===== src/rtl/sir_pwm_pkg.sv =====
package sir_pwm_pkg;

  localparam int BAUD_W = 6;
  localparam int WID_W  = 5;
  localparam int PRE_W  = 5;
  localparam int CTL_W  = BAUD_W + WID_W + PRE_W;

  // field order is the register layout: divisor high, width, preamble low
  typedef struct packed {
    logic [BAUD_W-1:0] baud;
    logic [WID_W-1:0]  wid;
    logic [PRE_W-1:0]  pre;
  } phy_ctl_t;

endpackage


===== src/rtl/sir_ctl_regs.sv =====
module sir_ctl_regs
  import sir_pwm_pkg::*;
(
  input  logic     clk,
  input  logic     rst_n,
  input  logic     phy_en,
  input  logic     wr,
  input  phy_ctl_t wdata,
  output phy_ctl_t nxt_q,
  output phy_ctl_t cur_q,
  output logic     rise,
  output logic     run
);

  logic     en_q;
  phy_ctl_t nxt_d;
  phy_ctl_t cur_d;
  logic     nxt_ce;

  assign rise   = phy_en & ~en_q;
  assign run    = phy_en & en_q;
  assign nxt_ce = wr & ~phy_en;

  always_comb begin
    nxt_d = nxt_q;
    cur_d = cur_q;
    if (nxt_ce) nxt_d = wdata;
    if (rise)   cur_d = nxt_q;
  end

  always_ff @(posedge clk or negedge rst_n) begin
    if (!rst_n) begin
      en_q  <= 1'b0;
      nxt_q <= '0;
      cur_q <= '0;
    end else begin
      en_q  <= phy_en;
      nxt_q <= nxt_d;
      cur_q <= cur_d;
    end
  end

endmodule


===== src/rtl/sir_unit_timer.sv =====
module sir_unit_timer
  import sir_pwm_pkg::*;
#(
  parameter int BIT_UNITS = 16,
  localparam int UNIT_W = (BIT_UNITS > 1) ? $clog2(BIT_UNITS) : 1
)(
  input  logic              clk,
  input  logic              rst_n,
  input  logic              rise,
  input  logic              run,
  input  logic              ref_tick,
  input  logic [BAUD_W-1:0] baud,
  output logic              unit_tick,
  output logic [UNIT_W-1:0] unit_idx,
  output logic              bit_start
);

  localparam logic [UNIT_W-1:0] LAST_UNIT = UNIT_W'(BIT_UNITS - 1);

  logic [BAUD_W-1:0] div_q, div_d;
  logic [UNIT_W-1:0] unit_d;
  logic              bit_end;

  assign unit_tick = run & ref_tick & (div_q == baud);
  assign bit_end   = unit_tick & (unit_idx == LAST_UNIT);
  assign bit_start = rise | bit_end;

  always_comb begin
    div_d  = div_q;
    unit_d = unit_idx;
    if (rise || !run) begin
      div_d  = '0;
      unit_d = '0;
    end else if (ref_tick) begin
      div_d = (div_q == baud) ? '0 : div_q + 1'b1;
      if (unit_tick) unit_d = bit_end ? '0 : unit_idx + 1'b1;
    end
  end

  always_ff @(posedge clk or negedge rst_n) begin
    if (!rst_n) begin
      div_q    <= '0;
      unit_idx <= '0;
    end else begin
      div_q    <= div_d;
      unit_idx <= unit_d;
    end
  end

endmodule


===== src/rtl/sir_pulse_gen.sv =====
module sir_pulse_gen
  import sir_pwm_pkg::*;
#(
  parameter int BIT_UNITS = 16,
  localparam int UNIT_W = (BIT_UNITS > 1) ? $clog2(BIT_UNITS) : 1,
  localparam int CMP_W  = (WID_W > UNIT_W) ? WID_W + 1 : UNIT_W + 1
)(
  input  logic              clk,
  input  logic              rst_n,
  input  logic              active,
  input  logic              bit_start,
  input  logic              bit_in,
  input  logic              unit_tick,
  input  logic [UNIT_W-1:0] unit_idx,
  input  logic [WID_W-1:0]  wid,
  output logic              pulse_q
);

  logic [CMP_W-1:0] wid_c, idx_c;
  logic             end_hit;
  logic             pulse_d;

  assign wid_c = CMP_W'(wid);
  assign idx_c = CMP_W'(unit_idx);
  // a width at or past the last unit never ends early: the bit boundary decides
  assign end_hit = unit_tick & (idx_c == wid_c);

  always_comb begin
    pulse_d = pulse_q;
    if (!active)        pulse_d = 1'b0;
    else if (bit_start) pulse_d = ~bit_in;
    else if (end_hit)   pulse_d = 1'b0;
  end

  always_ff @(posedge clk or negedge rst_n) begin
    if (!rst_n) pulse_q <= 1'b0;
    else        pulse_q <= pulse_d;
  end

endmodule


===== src/rtl/sir_pulse_mod.sv =====
module sir_pulse_mod
  import sir_pwm_pkg::*;
#(
  parameter int BIT_UNITS = 16
)(
  input  logic             clk,
  input  logic             rst_n,
  input  logic             ref_tick,
  input  logic             phy_en,
  input  logic             ctl_wr,
  input  logic [CTL_W-1:0] ctl_wdata,
  input  logic             tx_inv,
  input  logic             bit_in,
  output logic             bit_take,
  output logic             ir_out,
  output logic [CTL_W-1:0] nxt_ctl,
  output logic [CTL_W-1:0] cur_ctl
);

  localparam int UNIT_W = (BIT_UNITS > 1) ? $clog2(BIT_UNITS) : 1;

  phy_ctl_t          nxt_s, cur_s;
  logic              rise, run;
  logic              unit_tick, bit_start;
  logic [UNIT_W-1:0] unit_idx;
  logic              pulse_q;

  sir_ctl_regs u_regs (
    .clk   (clk),
    .rst_n (rst_n),
    .phy_en(phy_en),
    .wr    (ctl_wr),
    .wdata (phy_ctl_t'(ctl_wdata)),
    .nxt_q (nxt_s),
    .cur_q (cur_s),
    .rise  (rise),
    .run   (run)
  );

  sir_unit_timer #(.BIT_UNITS(BIT_UNITS)) u_timer (
    .clk      (clk),
    .rst_n    (rst_n),
    .rise     (rise),
    .run      (run),
    .ref_tick (ref_tick),
    .baud     (cur_s.baud),
    .unit_tick(unit_tick),
    .unit_idx (unit_idx),
    .bit_start(bit_start)
  );

  sir_pulse_gen #(.BIT_UNITS(BIT_UNITS)) u_pulse (
    .clk      (clk),
    .rst_n    (rst_n),
    .active   (run | rise),
    .bit_start(bit_start),
    .bit_in   (bit_in),
    .unit_tick(unit_tick),
    .unit_idx (unit_idx),
    .wid      (cur_s.wid),
    .pulse_q  (pulse_q)
  );

  assign bit_take = bit_start;
  assign ir_out   = (pulse_q & phy_en) ^ tx_inv;
  assign nxt_ctl  = nxt_s;
  assign cur_ctl  = cur_s;

endmodule


===== config.mk =====
export PLATFORM = sky130hd
export DESIGN_NAME = sir_pulse_mod
export DESIGN_NICKNAME = d
export VERILOG_FILES = /design/src/rtl/sir_pwm_pkg.sv /design/src/rtl/sir_ctl_regs.sv /design/src/rtl/sir_unit_timer.sv /design/src/rtl/sir_pulse_gen.sv /design/src/rtl/sir_pulse_mod.sv
export SDC_FILE = /design/constraint.sdc
export NUM_CORES = 1
export LEC_CHECK = 0
export ABC_CLOCK_PERIOD_IN_PS = 2100
export BUFFER_PORTS_ARGS = -buffer_cell sky130_fd_sc_hd__clkbuf_2
export CAP_MARGIN = 5
export CORE_MARGIN = 2
export CORE_UTILIZATION = 50
export CTS_CLUSTER_DIAMETER = 60
export DETAILED_ROUTE_END_ITERATION = 8
export GPL_TIMING_DRIVEN = 0
export MAX_ROUTING_LAYER = met4
export PLACE_DENSITY = 0.81
export SLEW_MARGIN = 10
export SYNTH_ARGS = -nofsm -noshare
export SYNTH_HDL_FRONTEND = slang
export SYNTH_SLANG_ARGS = --single-unit

===== constraint.sdc =====
create_clock -name clk -period 2.1 [get_ports clk]
set_input_delay 0.42 -clock clk [delete_from_list [all_inputs] [get_ports clk]]
set_output_delay 0.42 -clock clk [all_outputs]
set_load 0.03 [all_outputs]

# After elaboration in Yosys (flattened, before gate mapping)
# Index checks and enable logic that the tools add are counted.
classes:
  addsub: 2
  eq_ne: 4
  muxes: 10
  n_bitwise: 14
  n_reduce_logical: 5
ops:
  columns: ["op", "count"]
  rows:
  - ["$mux 6", 3]
  - ["$mux 4", 4]
  - ["$and 1x1->1", 8]
  - ["$add 6x1->6 const B", 1]
  - ["$eq 6x6->1", 1]
  - ["$eq 4x5->1", 1]
  - ["$add 4x1->4 const B", 1]
  - ["$eq 4x4->1 const B", 1]
  - ["$reduce_bool 2->1", 2]
  - ["$mux 1", 3]
  - ["$ne 3x3->1 const B", 1]
  - ["$not 1->1", 3]
  - ["$or 1x1->1", 2]
  - ["$reduce_and 2->1", 1]
  - ["$logic_not 1->1", 1]
  - ["$logic_or 1x1->1", 1]
  - ["$xor 1x1->1", 1]
totals:
  reg_bits: 44
  input_bits: 23
  out_inout_bits: 34
  wordCells: 45

# Depth between registers and ports, before layout
depth:
  ltp_word: 8
  depth_mapped: 6
  depth_no_buf: 5

# Hierarchy
# Synthesis repeated with hierarchy kept, for this count alone.
unflattened:
  cells_unflattened: 155
  hier_area_um2: 2092.0
by_module_without_submodules:
  columns: ["module", "instances", "cells_each", "area_each_um2", "seq_area_each_um2"]
  rows:
  - ["sir_ctl_regs", 1, 73, 1335.0, 825.8]
  - ["sir_unit_timer", 1, 69, 649.4, 250.2]
  - ["sir_pulse_gen", 1, 10, 88.8, 25.0]
  - ["sir_pulse_mod", 1, 3, 18.8, 0.0]

# Worst setup path before layout
# No wires, ideal clock.
synth_path:
  kind: "flip-flop to output port"
  startpoint: "register u_regs.cur_q[10] (netlist name)"
  endpoint: "output port bit_take"
  t_arrival_ns: 1.819
  required_time_ns: 1.680
  setup_slack_ns: -0.139
  stages_incl_launch_ff: 4
  n_path_buf: 0
  cell_sequence: "dfrtp_1 xnor2_1 nand4_2 o31ai_1"
synth_via:
  elab_chain_cells: 4
synth_rtl:
  columns: ["element", "line_no", "source"]
  rows:
  - ["start, declared", "sir_ctl_regs.sv:10", "output phy_ctl_t cur_q,"]
  - ["start signal, assigned", "sir_ctl_regs.sv:39", "cur_q <= cur_d;"]
  - ["$eq 6x6->1", "sir_unit_timer.sv:24", "assign unit_tick = run & ref_tick & (div_q == baud);"]
  - ["$and 1x1->1", "sir_unit_timer.sv:24", null]
  - ["$and 1x1->1", "sir_unit_timer.sv:25", "assign bit_end = unit_tick & (unit_idx == LAST_UNIT);"]
  - ["$or 1x1->1", "sir_unit_timer.sv:26", "assign bit_start = rise | bit_end;"]
  - ["end, declared", "sir_pulse_mod.sv:14", "output logic bit_take,"]
# Every way passes these cells.

# Final worst setup path
layout_path:
  startpoint: "register u_timer.div_q[4]"
  endpoint: "output port bit_take"
layout_via:
  elab_chain_cells: 4
layout_rtl:
  columns: ["element", "line_no", "source"]
  rows:
  - ["start, declared", "sir_unit_timer.sv:20", "logic [BAUD_W-1:0] div_q, div_d;"]
  - ["start signal, assigned", "sir_unit_timer.sv:45", "div_q <= div_d;"]
  - ["$eq 6x6->1", "sir_unit_timer.sv:24", null]
  - ["$and 1x1->1", "sir_unit_timer.sv:24", null]
  - ["$and 1x1->1", "sir_unit_timer.sv:25", null]
  - ["$or 1x1->1", "sir_unit_timer.sv:26", null]
# Every way passes these cells.

==> out/qor.log <==
[layout] most frequent standard cell in the layout excluding fill and tap cells clkbuf_2
[timing] setup-violating endpoint count in the final report 0
[layout] total non-filler cell area in the finished layout 2450 um2
[power_and_ir_drop] switching power total 809 uW
[critical_path] cell family with the largest share of critical-path delay flip-flops
[critical_path] Cell Chain, Critical Path xnor2_1, nand4_2, o31ai_2, buf_4
[clock_tree] clock-pin slew on the worst setup and hold paths 80 ps
[global_route] antenna violations before repair 0
[power_and_ir_drop] Max VDD drop 0.697 mV
[timing] period utilization 0.980
[synthesis] flop and latch count out of synthesis 44
[clock_tree] # H-tree levels 2
[synthesis] count of flip-flops with a built-in enable after synthesis 0
[timing] TNS Setup 0 ps
[critical_path] CP peak stage delay 440 ps
[clock_tree] worst-skew pair later-pin latency 300 ps
[synthesis] share of synthesized registers carrying an async set or reset 1.00
[timing] highest attainable clock frequency 486 MHz
[critical_path] sum of buffers and inverters on the critical path 1
[die] die outline height 66.6 um
[clock_tree] number of sinks driven by the clock tree 44
[critical_path] WP data required 1680 ps
[critical_path] capturing element type of the critical path primary output
[power_and_ir_drop] internal power 1.48 mW
[layout] leading cell types in the layout, fill and taps excluded clkbuf_2, dfrtp_1, mux2_2
[timing] number of failing hold endpoints at the final stage 0
[synthesis] net count of the mapped netlist 174
[synthesis] mean area per synthesized cell 13.2 um2
[drt] average wire per cell in the routed design 14.9 um
[die] number of standard-cell rows in the floorplan 22
[global_route] global-route wire length before repair 6870 um
[clock_tree] CTS root buffer clkbuf_8
[synthesis] number of instances in the synthesized netlist 149
[critical_path] critical path peak fanout 5
[layout] proportion of layout cells with a drive suffix above 1 0.530
[drt] drt pass-1 iters 4
[drt] via/cell ratio 5.37
[power_and_ir_drop] Gate power share 0.289
[timing] actual slew at the worst max-slew pin 1050 ps
[power_and_ir_drop] sequential fraction of design power 0.470
[synthesis] number of warnings printed during yosys synthesis 0
[die] starting utilization of the core area 0.527
[hold_path] Hold Path Class in2async
[drt] Post-Route WL 3950 um
[clock_tree] clock tree from TritonCTS built
[drt] number of DRC violations after detailed routing 0
[global_route] largest net degree at the start of global routing 45
[clock_tree] number of clock buffers inserted by TritonCTS 5
[power_and_ir_drop] power density over cell area 934 nW/um2
[drt] remaining number of nets flagged by the antenna check after routing 0
[die] Die X-Extent 66.6 um
[place] DP Area 2300 um2
[synthesis] area of the mapped netlist 1960 um2
[clock_tree] Hold Buf Count CTS 0
[die] area inside the core boundary 3720 um2
[power_and_ir_drop] power consumption 2.29 mW
[layout] Syn-to-layout area delta 25.0%
[place] global placer's final weighted congestion 0.842
[synthesis] most used flip-flop cell after synthesis dfrtp_1
[critical_path] arrival time at the worst endpoint 1640 ps
[critical_path] crit start category flip-flop
[die] total die area 4440 um2
[global_route] vias in the first global route 1511
[run] number of violations of the max-capacitance limit 0
[layout] n_diodes 0
[place] number of input and output port buffers inserted 56
[outcome] result of the run completed
[die] total I/O pin count 57
[drt] vias post-DR 1422
[power_and_ir_drop] Leakage 1.15 nW
[global_route] global route overflow 0
[synthesis] unique cell type count in the Yosys netlist 37
[timing] slew margin rel. 0.299
[critical_path] startpoint-to-endpoint class of the critical path reg2out
[timing] Final Slew Violations 0
[timing] final worst clock skew 5.79 ps
[critical_path] slowest stage cell, crit path dfrtp_1
[synthesis] register area share after synthesis 0.562
[power_and_ir_drop] Sw Share 0.354
[power_and_ir_drop] clock network power share 0.242
[clock_tree] maximum buffer depth of the clock tree 2
[drt] detailed router's first-iteration violation count 51
[global_route] GRT Total Usage 0.217
[layout] total number of nets in the final design 241
[timing] minimum period implied by the final worst setup slack 2060 ps
[place] detailed placer's ending HPWL 2740 um
==> kinds of logic after synthesis <==
family / Yosys count / share of synthesized area
flops: 44 / 0.562
mux: 34 / 0.194
simple gates: 33 / 0.0964
compound gates: 18 / 0.0690
xor+xnor: 11 / 0.0492
buf+inv: 7 / 0.0166
fa+ha+maj: 2 / 0.0128
==> Yosys cell counts (2+ instances only) <==
master | number | area share
dfrtp_1 | 44 | 0.56
mux2_2 | 32 | 0.18
nand2_1 | 8 | 0.015
xnor2_1 | 7 | 0.031
nand3_1 | 5 | 0.013
nor2_1 | 5 | 0.0096
buf_2 | 4 | 0.010
xor2_1 | 4 | 0.018
nor3b_1 | 3 | 0.011
o21ai_0 | 3 | 0.0077
a211o_1 | 2 | 0.0089
a21oi_1 | 2 | 0.0051
ha_1 | 2 | 0.013
inv_1 | 2 | 0.0038
mux2i_1 | 2 | 0.010
nor4_1 | 2 | 0.0064
o22ai_1 | 2 | 0.0064
==> flip-flops by register name, indices dropped and copies added (netlist names) <==
signal            flops
u_regs.en_q           1
u_timer.unit_idx      4
u_regs.cur_q         16
u_timer.div_q         6
u_pulse.pulse_q       1
u_regs.nxt_q         16
==> power groups by stage <==
| stage | Combinational, mW | Sequential, mW | Clock, mW |
|---|---|---|---|
| 3_5_place_dp | 0.656 | 1.09 | 0 |
| 5_1_grt | 0.706 | 1.09 | 0.616 |
| 2_1_floorplan | 0.210 | 1.32 | 0 |
| 4_1_cts | 0.664 | 1.08 | 0.573 |
| 6_report | 0.660 | 1.07 | 0.553 |
| 3_3_place_gp | 0.646 | 1.09 | 0 |
==> path summary, 6_finish.rpt <==
kind                                       start                  end  slack, ps  depth (start not counted)
worst max-delay path            u_timer.div_q[4]             bit_take         40                          4
worst min-delay path                       rst_n     u_regs.nxt_q[12]        300                          1
worst max register to register  u_timer.div_q[4]     u_timer.div_q[3]        330                          6
worst min register to register   u_regs.cur_q[4]      u_regs.cur_q[4]        520                          1
max in group asynchronous                  rst_n  u_timer.unit_idx[0]       1100                          1
min in group clk                          phy_en          u_regs.en_q        320                          1
==> timing repair <==
item,CTS,global route
pin swaps,1,0
cloned,0,0
gates resized for setup,3,2
setup buffers,2,2
endpoints found under the setup margin,1,1
==> worst reg2reg max path: stages (launching register included) <==
cell	delay, ps
dfrtp_1	440
xnor2_1	220
nand4_2	170
buf_4	200
o21ai_4	270
o22ai_1	140
a21o_2	220
==> routing by layer <==
layer  part of all wire  track usage
met1               0.44        0.263
met2               0.50        0.353
met5                  0            -
met3              0.055       0.0709
met4             0.0089       0.0536
==> metrics by stage <==
step / hold WS, ps / util / setup WS (ps) / instances
final: 297 / 0.659 / 42.8 / 265
after global routing: 317 / 0.659 / -8.49 / 265
after CTS: 309 / 0.652 / 14.9 / 263
after detailed placement: 502 / 0.620 / 198 / 253
after global placement: 492 / 0.620 / 203 / 253
after floorplan: 124 / - / 131 / 149
==> layout make-up <==
class                      count  area, um2
sequential                    44       1100
fill                         309       1270
tap                           48       60.1
clock inverter                 2       15.0
buffer                         5       25.0
timing repair buffer          60        313
clock buffer                   6       82.6
inverter                       2       7.51
multi-input combinational     98        843
Note: power is estimated with default switching activity, not from simulation.
